**src/rtl/drqPkg.sv**
```systemverilog
package drqPkg;
  typedef struct packed {
    logic [1:0] dispWe;
    logic [1:0] finWe;
    logic [1:0] retWe;
  } drqStrobes_t;
endpackage

```
**src/rtl/drqCtrl.sv**
```systemverilog
module drqCtrl
  import drqPkg::*;
#(
  parameter int DEPTH = 5,
  localparam int TAG_W = $clog2(DEPTH),
  localparam int CNT_W = $clog2(DEPTH + 1)
) (
  input  logic             clk,
  input  logic             rstN,
  input  logic [1:0]       dispValid,
  output logic             dispReady,
  output logic [TAG_W-1:0] dispTag0,
  output logic [TAG_W-1:0] dispTag1,
  input  logic [1:0]       finValid,
  input  logic [TAG_W-1:0] finTag0,
  input  logic [TAG_W-1:0] finTag1,
  input  logic [1:0]       finExc,
  output logic [1:0]       retireValid,
  output logic             excReq,
  output logic [TAG_W-1:0] excTag,
  output logic [TAG_W-1:0] headSlot,
  output logic [TAG_W-1:0] nextSlot,
  output drqStrobes_t      strobes
);
  logic [TAG_W-1:0] head, tail, tailNext;
  logic [CNT_W-1:0] count, freeSlots;
  logic [DEPTH-1:0] busy, done, excF;
  logic             headDone, takeExc, ret0, ret1;

  function automatic logic [TAG_W-1:0] wrapInc(input logic [TAG_W-1:0] p);
    return (p == TAG_W'(DEPTH - 1)) ? '0 : p + 1'b1;
  endfunction

  function automatic logic tagInRange(input logic [TAG_W-1:0] t);
    return {1'b0, t} < (TAG_W + 1)'(DEPTH);
  endfunction

  always_comb begin
    headSlot  = head;
    nextSlot  = wrapInc(head);
    tailNext  = wrapInc(tail);
    freeSlots = CNT_W'(DEPTH) - count;
    headDone  = (count != '0) && done[head];
    takeExc   = headDone && excF[head];
    ret0      = headDone && !excF[head];
    ret1      = ret0 && (count >= CNT_W'(2)) && done[nextSlot] && !excF[nextSlot];
    dispReady = (freeSlots >= CNT_W'(2)) && !takeExc;
    strobes.dispWe[0] = dispReady && dispValid[0];
    strobes.dispWe[1] = dispReady && dispValid[0] && dispValid[1];
    strobes.finWe[0]  = finValid[0] && tagInRange(finTag0) && busy[finTag0] && !done[finTag0];
    strobes.finWe[1]  = finValid[1] && tagInRange(finTag1) && busy[finTag1] && !done[finTag1];
    strobes.retWe     = {ret1, ret0};
    retireValid = {ret1, ret0};
    excReq      = takeExc;
    excTag      = head;
    dispTag0    = tail;
    dispTag1    = tailNext;
  end

  always_ff @(posedge clk) begin
    if (!rstN) begin
      head  <= '0;
      tail  <= '0;
      count <= '0;
      busy  <= '0;
      done  <= '0;
      excF  <= '0;
    end else if (takeExc) begin
      busy  <= '0;
      done  <= '0;
      excF  <= '0;
      count <= '0;
      head  <= tail;
    end else begin
      if (strobes.finWe[0]) begin
        done[finTag0] <= 1'b1;
        excF[finTag0] <= finExc[0];
      end
      if (strobes.finWe[1]) begin
        done[finTag1] <= 1'b1;
        excF[finTag1] <= finExc[1];
      end
      if (ret0) begin
        busy[head] <= 1'b0;
        done[head] <= 1'b0;
      end
      if (ret1) begin
        busy[nextSlot] <= 1'b0;
        done[nextSlot] <= 1'b0;
      end
      if (strobes.dispWe[0]) begin
        busy[tail] <= 1'b1;
        done[tail] <= 1'b0;
        excF[tail] <= 1'b0;
      end
      if (strobes.dispWe[1]) begin
        busy[tailNext] <= 1'b1;
        done[tailNext] <= 1'b0;
        excF[tailNext] <= 1'b0;
      end
      head  <= ret1 ? wrapInc(nextSlot) : (ret0 ? nextSlot : head);
      tail  <= strobes.dispWe[1] ? wrapInc(tailNext) : (strobes.dispWe[0] ? tailNext : tail);
      count <= count - CNT_W'(ret0) - CNT_W'(ret1)
                     + CNT_W'(strobes.dispWe[0]) + CNT_W'(strobes.dispWe[1]);
    end
  end


  count_bound_chk: assert property (@(posedge clk) disable iff (!rstN)
    count <= CNT_W'(DEPTH));

  disp_free_slot_chk: assert property (@(posedge clk) disable iff (!rstN)
    strobes.dispWe[0] |-> !busy[tail]);

  retire_busy_chk: assert property (@(posedge clk) disable iff (!rstN)
    retireValid[0] |-> busy[head]);

  done_busy_chk: assert property (@(posedge clk) disable iff (!rstN)
    (done & ~busy) == '0);

  flush_empty_chk: assert property (@(posedge clk) disable iff (!rstN)
    excReq |=> (busy == '0 && count == '0));
endmodule

```
**src/rtl/drqData.sv**
```systemverilog
module drqData
  import drqPkg::*;
#(
  parameter int DEPTH    = 5,
  parameter int NUM_ARCH = 8,
  parameter int DATA_W   = 16,
  localparam int TAG_W  = $clog2(DEPTH),
  localparam int ARCH_W = $clog2(NUM_ARCH)
) (
  input  logic              clk,
  input  logic              rstN,
  input  drqStrobes_t       strobes,
  input  logic [TAG_W-1:0]  dispTag0,
  input  logic [TAG_W-1:0]  dispTag1,
  input  logic [ARCH_W-1:0] dispDest0,
  input  logic [ARCH_W-1:0] dispDest1,
  input  logic [TAG_W-1:0]  finTag0,
  input  logic [TAG_W-1:0]  finTag1,
  input  logic [DATA_W-1:0] finData0,
  input  logic [DATA_W-1:0] finData1,
  input  logic [TAG_W-1:0]  headSlot,
  input  logic [TAG_W-1:0]  nextSlot,
  input  logic [ARCH_W-1:0] archRdAddr,
  output logic [DATA_W-1:0] archRdData
);
  logic [DATA_W-1:0] renameFile [DEPTH];
  logic [ARCH_W-1:0] destOf     [DEPTH];
  logic [DATA_W-1:0] archFile   [NUM_ARCH];

  always_ff @(posedge clk) begin
    if (strobes.dispWe[0]) destOf[dispTag0] <= dispDest0;
    if (strobes.dispWe[1]) destOf[dispTag1] <= dispDest1;
    if (strobes.finWe[0])  renameFile[finTag0] <= finData0;
    if (strobes.finWe[1])  renameFile[finTag1] <= finData1;
  end

  always_ff @(posedge clk) begin
    if (!rstN) begin
      for (int i = 0; i < NUM_ARCH; i++) archFile[i] <= '0;
    end else begin
      if (strobes.retWe[0]) archFile[destOf[headSlot]] <= renameFile[headSlot];
      if (strobes.retWe[1]) archFile[destOf[nextSlot]] <= renameFile[nextSlot];
    end
  end

  assign archRdData = archFile[archRdAddr];


  fin_not_retiring_chk: assert property (@(posedge clk) disable iff (!rstN)
    (strobes.finWe[0] && strobes.retWe[0]) |-> (finTag0 != headSlot));
endmodule

```
**src/rtl/dualRetireQueue.sv**
```systemverilog
module dualRetireQueue
  import drqPkg::*;
#(
  parameter int DEPTH    = 5,
  parameter int NUM_ARCH = 8,
  parameter int DATA_W   = 16,
  localparam int TAG_W  = $clog2(DEPTH),
  localparam int ARCH_W = $clog2(NUM_ARCH)
) (
  input  logic              clk,
  input  logic              rstN,
  input  logic [1:0]        dispValid,
  input  logic [ARCH_W-1:0] dispDest0,
  input  logic [ARCH_W-1:0] dispDest1,
  output logic              dispReady,
  output logic [TAG_W-1:0]  dispTag0,
  output logic [TAG_W-1:0]  dispTag1,
  input  logic [1:0]        finValid,
  input  logic [TAG_W-1:0]  finTag0,
  input  logic [TAG_W-1:0]  finTag1,
  input  logic [DATA_W-1:0] finData0,
  input  logic [DATA_W-1:0] finData1,
  input  logic [1:0]        finExc,
  output logic [1:0]        retireValid,
  output logic              excReq,
  output logic [TAG_W-1:0]  excTag,
  input  logic [ARCH_W-1:0] archRdAddr,
  output logic [DATA_W-1:0] archRdData
);
  drqStrobes_t      strobes;
  logic [TAG_W-1:0] headSlot, nextSlot;

  drqCtrl #(.DEPTH(DEPTH)) ctrl (
    .clk(clk), .rstN(rstN), .dispValid(dispValid), .dispReady(dispReady),
    .dispTag0(dispTag0), .dispTag1(dispTag1), .finValid(finValid),
    .finTag0(finTag0), .finTag1(finTag1), .finExc(finExc),
    .retireValid(retireValid), .excReq(excReq), .excTag(excTag),
    .headSlot(headSlot), .nextSlot(nextSlot), .strobes(strobes)
  );

  drqData #(.DEPTH(DEPTH), .NUM_ARCH(NUM_ARCH), .DATA_W(DATA_W)) data (
    .clk(clk), .rstN(rstN), .strobes(strobes),
    .dispTag0(dispTag0), .dispTag1(dispTag1),
    .dispDest0(dispDest0), .dispDest1(dispDest1),
    .finTag0(finTag0), .finTag1(finTag1),
    .finData0(finData0), .finData1(finData1),
    .headSlot(headSlot), .nextSlot(nextSlot),
    .archRdAddr(archRdAddr), .archRdData(archRdData)
  );
endmodule

```
**config.mk**
```make
export PLATFORM = sky130hd
export DESIGN_NAME = dualRetireQueue
export DESIGN_NICKNAME = d
export VERILOG_FILES = /design/src/rtl/drqPkg.sv /design/src/rtl/drqCtrl.sv /design/src/rtl/drqData.sv /design/src/rtl/dualRetireQueue.sv
export SDC_FILE = /design/constraint.sdc
export NUM_CORES = 1
export LEC_CHECK = 0
export BUFFER_PORTS_ARGS = -buffer_cell sky130_fd_sc_hd__buf_4
export CAP_MARGIN = 20
export CORE_MARGIN = 2
export CORE_UTILIZATION = 45
export CTS_CLUSTER_SIZE = 8
export DETAILED_ROUTE_END_ITERATION = 12
export SLEW_MARGIN = 20
export SYNTH_ARGS = -nofsm -noshare
export SYNTH_HDL_FRONTEND = slang
export SYNTH_SLANG_ARGS = --single-unit
```
**constraint.sdc**
```tcl
create_clock -name clk -period 5.15 [get_ports clk]
set_clock_uncertainty 0.2 [all_clocks]
set_input_delay 0.7725 -clock clk [delete_from_list [all_inputs] [get_ports clk]]
set_output_delay 0.7725 -clock clk [all_outputs]
set_load 0.01 [all_outputs]
```
==> summary.log <==
[status] result of the run finished clean
[sta] post-route minimum period 4.35 ns
[global_route] Global Route Usage Sum 0.243
[logic_synthesis] Seq cells post-synth 250
[finish] Total Nets Final 1,292
[logic_synthesis] Post-synth EDFFs 223
[logic_synthesis] Avg Synthesized Cell Area 12.6 sq um
[routing] antenna viol nets, final 0
[logic_synthesis] proportion of netlist area held by the largest area contributor 0.464
[routing] drt wl/cell 24.6 microns
[clocking] clock-pin slew on the worst setup and hold paths 0.05 ns
[sta] Period Utilization, post-route 0.845
[placed_design] total of buffers placed on input and output ports 83
[finish] Final Core Density 0.520
[clocking] CTS hold repair buffers 0
[sta] Worst Max-Slew Pin Slew 1.08 ns
[sta] final worst-path setup slack 0.800 ns
[logic_synthesis] mapped cell area 14,400 sq um
[worst_setup_path] Setup crit end kind register
[clocking] root buffer selected by CTS clkbuf_16
[logic_synthesis] count of warnings emitted by yosys 0
[power_and_ir_drop] Static Leak 5.99 nW
[clocking] total CTS buffers 37
[logic_synthesis] sequential fraction of the synthesis area 0.502
[routing] Detailed Route Iter0 Violations 896
[logic_synthesis] number of different library cells in the post-synthesis netlist 69
[routing] vias after detailed routing 9,920
[logic_synthesis] Net Count, Synth 1,210
[run] count of max-cap constraint violations 0
[die] height of the die 183 microns
[sta] sum of negative setup slack 0 ns
[global_route] via count of the first global-routing pass 10,100
[die] die extent in x 183 microns
[global_route] number of antenna violations at the first check in global routing 0
[die] Total Die Area 33,500 sq um
[finish] commonest cells after routing, fill and taps aside edfxtp_1 (223), mux2_2 (133), nand2_1 (121)
[worst_setup_path] Setup CP Type register to register
[die] count of standard-cell rows 65
[worst_hold_path] worst min-delay path class register to register
[logic_synthesis] most frequently used flop master after synthesis edfxtp_1
[logic_synthesis] largest area contributor in the synthesized netlist edfxtp_1
[finish] fraction of final layout cells with drive strength greater than 1 0.303
[global_route] first-pass GRT wire length 61,500 microns
[logic_synthesis] Syn Inst Count 1,142
[sta] final max-slew violation count 0
[routing] Residual DRC 0
[placed_design] placer's final routability congestion estimate 0.891
[placed_design] worst-case setup slack after placement 0.833 ns
[sta] setup repair after global routing missed its margin no
[worst_setup_path] largest fanout on the critical path 16
[sta] Max Clk Rate 230 MHz
[clocking] number of gates given a new drive strength after cts 0
[clocking] TritonCTS clock tree built
[global_route] largest net degree at the start of global routing 34
[clocking] CTS H-tree lvls 2
[routing] vias per cell 6.07
[clocking] number of setup buffers added after CTS 0
[global_route] total overflow reported by the global router 0
[power_and_ir_drop] sum of internal, switching and leakage power 5.04 mW
[power_and_ir_drop] IR Drop Worst-Case VDD 0.203 mV
[finish] antenna cell count 0
[worst_setup_path] CP required 5.34 ns
[finish] Filler cells 2,727
[worst_setup_path] data arrival time of the worst path 4.54 ns
[finish] Area growth syn-to-layout 13.8%
[sta] Setup Viol. Count Final 0
[clocking] Max Buffers Root-to-Sink 3
[logic_synthesis] asr flop ratio synth 0
[routing] number of iterations in the first detailed-routing pass 6
[power_and_ir_drop] pwr/cell area 307 nW/um^2
[clocking] total number of clock tree sinks 250
[placed_design] HPWL after DPL 25,700 microns
[routing] Routed WL 40,200 microns
[worst_setup_path] critical path startpoint category register
[clocking] worst-skew pair later-pin latency 0.51 ns
[die] starting density of the core 0.457
[sta] relative slew slack 0.276
[sta] number of hold violations in the final report 0
[sta] Final Hold Slack 0.272 ns
[die] placeable core area 31,600 sq um
[logic_synthesis] leading post-synthesis cells by cell area edfxtp_1 (46%), mux2_2 (10%), mux2i_1 (8.3%), mux4_2 (8.0%), dfxtp_1 (3.7%)
[die] I/O pin count 84
[finish] most frequent standard cell in the layout excluding fill and tap cells edfxtp_1
[flip-flops by register name, indices dropped and copies added, names as in the netlist, named ones only]
name and flops:
ctrl.excTag 3, ctrl.excF 5, ctrl.done 5, data.archFile 128, ctrl.count 3, data.renameFile 80
data.destOf 15, ctrl.busy 5, ctrl.dispTag0 3
[layout make-up]
cell class	count	area [sq um]	area share
inverter	22	82.6	0.00503
tap	402	503	0.0306
multi-input combinational	797	6710	0.409
sequential	250	7240	0.441
timing repair buffer	116	871	0.0530
clock inverter	2	16.3	0.000991
clock buffer	46	1000	0.0610
[final timing paths]
kind	startpoint	end	slack, ns	cells after the start
hold reg to reg	ctrl.busy[2]$_SDFF_PP0_	ctrl.busy[2]$_SDFF_PP0_	0.27	2
hold / removal	ctrl.busy[2]$_SDFF_PP0_	ctrl.busy[2]$_SDFF_PP0_	0.27	2
setup reg to reg	ctrl.excTag[0]$_SDFFE_PN0N_	ctrl.count[2]$_SDFF_PP0_	0.80	14
setup / recovery	ctrl.excTag[0]$_SDFFE_PN0N_	ctrl.count[2]$_SDFF_PP0_	0.80	14
[synth_stat cells, types with 20 or more instances]
cell and number:
mux4_2 51, nand2b_1 23, mux2i_1 120, nand2_1 121, o21ai_0 45, inv_1 20, nor2_1 73, clkbuf_1 32
edfxtp_1 223, nand3_1 21, mux2_2 133, dfxtp_1 27
[power breakdown]
| part | total (mW) | switching (mW) | internal (mW) |
|---|---|---|---|
| Combinational | 0.526 | 0.299 | 0.227 |
| Sequential | 2.32 | 0.0368 | 2.28 |
| Clock | 2.20 | 0.854 | 1.35 |
| Total | 5.04 | 1.19 | 3.85 |
[critical path, stage by stage, from the launching register on]
cell and delay, ns:
dfxtp_1 0.65, inv_1 0.10, ha_1 0.45, nand2b_1 0.24
a21oi_1 0.30, a2111oi_4 0.07, o22a_4 0.30, and2_1 0.31
fa_1 0.56, inv_1 0.05, fa_1 0.43, ha_1 0.20
xor2_1 0.17, xnor2_1 0.14, nor2_1 0.05
[layer usage]
layer  up-vias  wire length [microns]  share of wire  track usage
met5         -                      0              0            0
met4         0                    878          0.022       0.0621
met3        68                   2610          0.065       0.0338
met2       399                  18600           0.46        0.393
met1      4919                  18100           0.45        0.347
li1       4534                      -              -            -
[kinds of logic after synthesis]
| logic type | Yosys count | share of synthesized area |
|---|---|---|
| AOI/OAI and AO/OA | 150 | 0.0734 |
| xor gates and xnor gates | 3 | 0.00182 |
| adders and majority gates | 13 | 0.0123 |
| buffers and inverters | 95 | 0.0339 |
| DFF | 250 | 0.502 |
| muxes | 306 | 0.268 |
| and+or+nand+nor | 325 | 0.108 |
[through the flow]
step / cells / cell area [sq um]
5_1_grt: 1635 / 16400
6_report: 1635 / 16400
2_1_floorplan: 1142 / 14400
3_3_place_gp: 1587 / 15400
4_1_cts: 1635 / 16400
3_5_place_dp: 1587 / 15400
(Power assumes the default switching activity.)
